[src/rtl/psel_pkg.sv]
package psel_pkg;

    localparam int CTRL_W = 4;

    localparam int POS_SEL = 0;
    localparam int POS_FIQ = 1;
    localparam int POS_IRQ = 2;
    localparam int POS_EN  = 3;

    localparam logic [1:0] LVL_TOP = 2'd3;
    localparam logic [1:0] LVL_MID = 2'd2;
    localparam logic [1:0] LVL_LOW = 2'd1;

    typedef struct packed {
        logic [1:0] op0;
        logic [2:0] op1;
        logic [3:0] crn;
        logic [3:0] crm;
        logic [2:0] op2;
    } sysreg_enc_t;

    localparam sysreg_enc_t PSEL_ENC = '{op0: 2'b11, op1: 3'b110, crn: 4'b1100,
                                         crm: 4'b1100, op2: 3'b101};

    typedef enum logic [0:0] {
        ST_MEMMAP = 1'b0,
        ST_SYSREG = 1'b1
    } psel_state_e;

endpackage

[src/rtl/psel_decode.sv]
module psel_decode
    import psel_pkg::*;
(
    input  logic        req_valid,
    input  logic        req_write,
    input  sysreg_enc_t req_enc,
    input  logic [1:0]  req_el,
    output logic        rd_ok,
    output logic        wr_ok,
    output logic        undef
);
    logic hit;
    logic top_lvl;

    always_comb begin
        hit     = req_valid && (req_enc == PSEL_ENC);
        top_lvl = (req_el == LVL_TOP);
        rd_ok   = hit && top_lvl && !req_write;
        wr_ok   = hit && top_lvl && req_write;
        undef   = hit && !top_lvl;
    end
endmodule

[src/rtl/psel_trap.sv]
module psel_trap
    import psel_pkg::*;
(
    input  logic       sel_bit,
    input  logic       en_bit,
    input  logic       low_valid,
    input  logic [1:0] low_el,
    input  logic       low_target,
    input  logic       el2_enable,
    input  logic       other_valid,
    output logic       trap_el2,
    output logic       trap_el3,
    output logic       other_trap
);
    logic eff_en;
    logic from_low;
    logic from_mid;

    always_comb begin
        eff_en     = en_bit || !sel_bit;
        from_low   = low_valid && (low_el == LVL_LOW) && !low_target;
        from_mid   = low_valid && (low_el == LVL_MID);
        trap_el2   = from_low && !el2_enable;
        trap_el3   = !eff_en && ((from_low && el2_enable) || from_mid);
        other_trap = other_valid && !sel_bit;
    end
endmodule

[src/rtl/psel_ctrl.sv]
module psel_ctrl
    import psel_pkg::*;
#(
    parameter int DATA_W          = 64,
    parameter bit SEL_FIXED_ONE   = 1'b0,
    parameter bit EN_FIXED_ONE    = 1'b0,
    parameter bit FIQ_BYP_PRESENT = 1'b1,
    parameter bit IRQ_BYP_PRESENT = 1'b1
)(
    input  logic              clk,
    input  logic              rst_n,
    input  logic              acc_valid,
    input  logic              acc_write,
    input  logic [1:0]        acc_op0,
    input  logic [2:0]        acc_op1,
    input  logic [3:0]        acc_crn,
    input  logic [3:0]        acc_crm,
    input  logic [2:0]        acc_op2,
    input  logic [1:0]        acc_el,
    input  logic [DATA_W-1:0] acc_wdata,
    output logic [DATA_W-1:0] acc_rdata,
    output logic              acc_undef,
    output logic              wr_unpredictable,
    input  logic              low_valid,
    input  logic [1:0]        low_el,
    input  logic              low_target,
    input  logic              el2_enable,
    input  logic              other_valid,
    output logic              trap_el2,
    output logic              trap_el3,
    output logic              other_trap,
    output logic              iface_sel,
    output logic              fiq_byp_dis,
    output logic              irq_byp_dis,
    output logic              lower_enable
);
    localparam int          RSVD_W  = DATA_W - CTRL_W;
    localparam bit          EN_HARD = SEL_FIXED_ONE && EN_FIXED_ONE;
    localparam psel_state_e RST_ST  = SEL_FIXED_ONE ? ST_SYSREG : ST_MEMMAP;

    sysreg_enc_t enc;
    logic        rd_ok;
    logic        wr_ok;
    logic        sel_bit;
    logic        fiq_q;
    logic        irq_q;
    logic        en_q;
    psel_state_e state_q;
    psel_state_e state_d;

    assign enc = '{op0: acc_op0, op1: acc_op1, crn: acc_crn, crm: acc_crm, op2: acc_op2};

    psel_decode u_decode (
        .req_valid (acc_valid),
        .req_write (acc_write),
        .req_enc   (enc),
        .req_el    (acc_el),
        .rd_ok     (rd_ok),
        .wr_ok     (wr_ok),
        .undef     (acc_undef)
    );

    // State register for the interface-select bit
    always_ff @(posedge clk) begin
        if (!rst_n) state_q <= RST_ST;
        else        state_q <= state_d;
    end

    // Next state: TR_ENABLE_SYS and TR_REVERT
    always_comb begin
        state_d = state_q;
        if (!SEL_FIXED_ONE) begin
            unique case (state_q)
                ST_MEMMAP: if (wr_ok &&  acc_wdata[POS_SEL]) state_d = ST_SYSREG;
                ST_SYSREG: if (wr_ok && !acc_wdata[POS_SEL]) state_d = ST_MEMMAP;
                default:   state_d = ST_MEMMAP;
            endcase
        end
    end

    // Outputs of the state machine
    always_comb begin
        sel_bit          = (state_q == ST_SYSREG);
        wr_unpredictable = !SEL_FIXED_ONE && (state_q == ST_SYSREG) &&
                           wr_ok && !acc_wdata[POS_SEL];
    end

    generate
        if (FIQ_BYP_PRESENT) begin : g_fiq_rw
            always_ff @(posedge clk) begin
                if (!rst_n)     fiq_q <= 1'b0;
                else if (wr_ok) fiq_q <= acc_wdata[POS_FIQ];
            end
        end else begin : g_fiq_fixed
            assign fiq_q = 1'b1;
        end

        if (IRQ_BYP_PRESENT) begin : g_irq_rw
            always_ff @(posedge clk) begin
                if (!rst_n)     irq_q <= 1'b0;
                else if (wr_ok) irq_q <= acc_wdata[POS_IRQ];
            end
        end else begin : g_irq_fixed
            assign irq_q = 1'b1;
        end

        if (!EN_HARD) begin : g_en_rw
            always_ff @(posedge clk) begin
                if (!rst_n)     en_q <= 1'b0;
                else if (wr_ok) en_q <= acc_wdata[POS_EN];
            end
        end else begin : g_en_fixed
            assign en_q = 1'b1;
        end
    endgenerate

    psel_trap u_trap (
        .sel_bit     (sel_bit),
        .en_bit      (en_q),
        .low_valid   (low_valid),
        .low_el      (low_el),
        .low_target  (low_target),
        .el2_enable  (el2_enable),
        .other_valid (other_valid),
        .trap_el2    (trap_el2),
        .trap_el3    (trap_el3),
        .other_trap  (other_trap)
    );

    always_comb begin
        acc_rdata    = rd_ok ? {{RSVD_W{1'b0}}, en_q, irq_q, fiq_q, sel_bit} : '0;
        iface_sel    = sel_bit;
        fiq_byp_dis  = fiq_q;
        irq_byp_dis  = irq_q;
        lower_enable = en_q;
    end
endmodule

[config.mk]
export PLATFORM = sky130hd
export DESIGN_NAME = psel_ctrl
export DESIGN_NICKNAME = d
export VERILOG_FILES = /design/src/rtl/psel_pkg.sv /design/src/rtl/psel_decode.sv /design/src/rtl/psel_trap.sv /design/src/rtl/psel_ctrl.sv
export SDC_FILE = /design/constraint.sdc
export NUM_CORES = 1
export LEC_CHECK = 0
export BUFFER_PORTS_ARGS = -buffer_cell sky130_fd_sc_hd__buf_2
export CORE_AREA = 2 2 63 65
export DETAILED_ROUTE_END_ITERATION = 7
export DIE_AREA = 0 0 65 67
export GPL_ROUTABILITY_DRIVEN = 0
export PLACE_DENSITY = 0.79
export SLEW_MARGIN = 20
export SYNTH_ARGS = -nofsm -noshare
export SYNTH_HDL_FRONTEND = slang
export SYNTH_HIERARCHICAL = 1
export SYNTH_SLANG_ARGS = --single-unit
[constraint.sdc]
create_clock -name clk -period 3.36 [get_ports clk]
set_input_delay 0.672 -clock clk [delete_from_list [all_inputs] [get_ports clk]]
set_output_delay 0.672 -clock clk [all_outputs]
set_load 0.005 [all_outputs]
==> reports/metrics.yaml <==
outcome: "finished, final reports clean"
holdBufCountCts: 0
antenna_found_initial: 0
p_per_area_nw_per_um2: 217
layout-drive-gt1-share_pct: 35.0
fin_worst_skew_ps: 0
num_io_pins: 165
critPathLaunchType: "primary input"
async_reset_ff_share_pct: 0
globalRoute.totalOverflow: 0
seq_area_frac_synth_pct: 10.3
grt_pass1_vias: 394
post-route-cell-area_um2: 863
die_w_um: 65
slew_headroom_pct: 61.1
wl_per_cell_um: 6.61
htree_levels: 1
die-area_um2: 4360
synth_fa_ha_area_share_pct: 0
core_um2: 3610
final-hold-violation-count: 0
instances_no_fill: 191
grt_pass1_wl_um: 1570
worstSetupPathType: "primary input to output port"
antenna_left: 0
cp.required_ps: 2690
hold_class: "flip-flop to flip-flop"
ys_ff_latch: 4
tightest_slew_ps: 579
place.detailed.hpwl_um: 1180
cap_violations: 0
cts.sinks: 4
ctsResizeCount: 0
synth_edf_count: 0
start_util_pct: 21.5
path_clk_slew_ps: 30
p_leak_nw: 0.499
avgSynthCellArea_um2: 7.98
reg2reg_depth: 2
clock_path_buffers: 2
hold_end: "fiq_byp_dis$_SDFFE_PN0P_"
drt_iter0_markers: 1
synth-xor-area-share_pct: 0
max_freq_ghz: 0.355
power_w: 0.000187
ys_types: 21
remaining_drc_errors: 0
cts_made_buffers: 3
netlist_area_um2: 774
num-nets-final: 237
port_buffers: 44
yosysWarnings: 6
post_cts_buffers: 0
place_inst: 188
finalCritPeriodShare_pct: 83.8
insertion_delay_ps: 210
yosys.area.top_type: "buf_4"
rsz0062_at_grt: "false"
synth_most_common_cell: "buf_4"
synth_compound_area_share_pct: 1.62
wl_um: 1260
die_height_um: 67
endpoint_kind: "output port"
synth_top_cells_by_count: "buf_4 (60), nor2b_1 (5), and2_1 (4), dfxtp_1 (4), mux2i_1 (4)"
synth-simple-area-share_pct: 22.8
reg2reg_slack_ps: 2670
cp_max_fo: 4
rows: 22
period_needed_ps: 2820
grt_max_degree: 7
syn_inst: 97
synth_top_family_by_area: "buffers and inverters"
synthTopCellsByArea: "buf_4 (58%), dfxtp_1 (10%), mux2i_1 (5.2%), nor2b_1 (4.0%), and2_1 (3.2%)"
syn_to_final_growth_pct: 11.5
fin_setup_tns_ps: 0
yosys_most_used_dff: "dfxtp_1"
dr.pass1.iters: 3
arrival_ps: 2140
cts_root_buffer: "clkbuf_8"
hold_path_depth: 2
final-setup-viol-count: 0
ir_worst_vdd_uv: 140
synth.top_cell.area_share_pct: 58.2
n_antenna_cell: 0
muxShareOfSynthArea_pct: 5.17
cts_tree: "built"
vias: 581
avgViaCountPerCell: 3.04
hp-start: "fiq_byp_dis$_SDFFE_PN0P_"
gr-usage-all-layers_pct: 4.70
slew_violations: 0
place_area_um2: 822
## per-stage QoR
step | utilization (%) | hold WS (ps) | setup slack [ps]
after floorplan | - | 520 | 934
after global placement | 22.8 | 522 | 576
after detailed placement | 22.8 | 532 | 508
after CTS | 23.9 | 540 | 506
after global routing | 23.9 | 563 | 316
final | 23.9 | 536 | 545
## worst max path at each step
stage / start / endpoint / slack, ps / depth (start not counted)
5_1_grt: acc_crn[0] / acc_rdata[3] / 320 / 6
6_report: acc_crn[0] / acc_rdata[0] / 540 / 6
2_1_floorplan: acc_op2[2] / wr_unpredictable / 930 / 6
4_1_cts: acc_crn[0] / acc_rdata[0] / 510 / 6
3_5_place_dp: acc_crn[0] / acc_rdata[0] / 510 / 6
3_3_place_gp: acc_crn[0] / acc_rdata[0] / 580 / 6
## report_power, final
| part | internal (W) | total, W | leakage [nW] | switching (W) |
|---|---|---|---|---|
| sequential | 0.0000479 | 0.0000479 | 0.0322 | 0.0000000000567 |
| combinational | 0.0000171 | 0.0000410 | 0.445 | 0.0000239 |
| clock | 0.0000761 | 0.0000981 | 0.0216 | 0.0000220 |
| total | 0.000141 | 0.000187 | 0.499 | 0.0000459 |
## routing by layer
| metal | global-route usage [%] | vias up | part of all wire, % |
|---|---|---|---|
| met5 | 0 | - | 0 |
| met4 | 3.19 | 0 | 0 |
| met3 | 0.507 | 0 | 13 |
| met2 | 9.15 | 51 | 58 |
| met1 | 4.62 | 244 | 29 |
| li1 | - | 286 | - |
## critical path, cell delays in order
cell and delay, ps:
buf_2 100, nor4bb_1 290, nand4b_1 200, nor4_1 570
and2_1 210, buf_2 110
## cells in the final DEF (no fill, tap or decap)
cell / count
and4b_1: 1
nand2_1: 3
or4b_4: 1
clkbuf_8: 3
nor2b_1: 5
mux2i_1: 4
nand4bb_1: 2
nand4_1: 1
buf_4: 1
dfxtp_1: 4
conb_1: 60
nand2b_1: 1
nand3_1: 1
buf_2: 44
a211oi_2: 1
nor2_1: 2
nor3_1: 1
nor4_1: 1
nor4bb_1: 1
and2_1: 4
nand4b_1: 1
nor3b_1: 1
## logic make-up (layout without fill, tap and decap cells)
group | Yosys count | in the layout
buf+inv | 61 | 48
simple gates | 26 | 26
mux | 4 | 4
flops | 4 | 4
other cells | 1 | 60
compound gates | 1 | 1
## final cells by class
type | count | area, um^2
clock buffer | 3 | 41.3
fill | 402 | 2740
multi-input combinational | 91 | 454
sequential | 4 | 80.1
tap | 48 | 60.1
timing repair buffer | 45 | 228
Note: power is estimated with default switching activity, not from simulation.
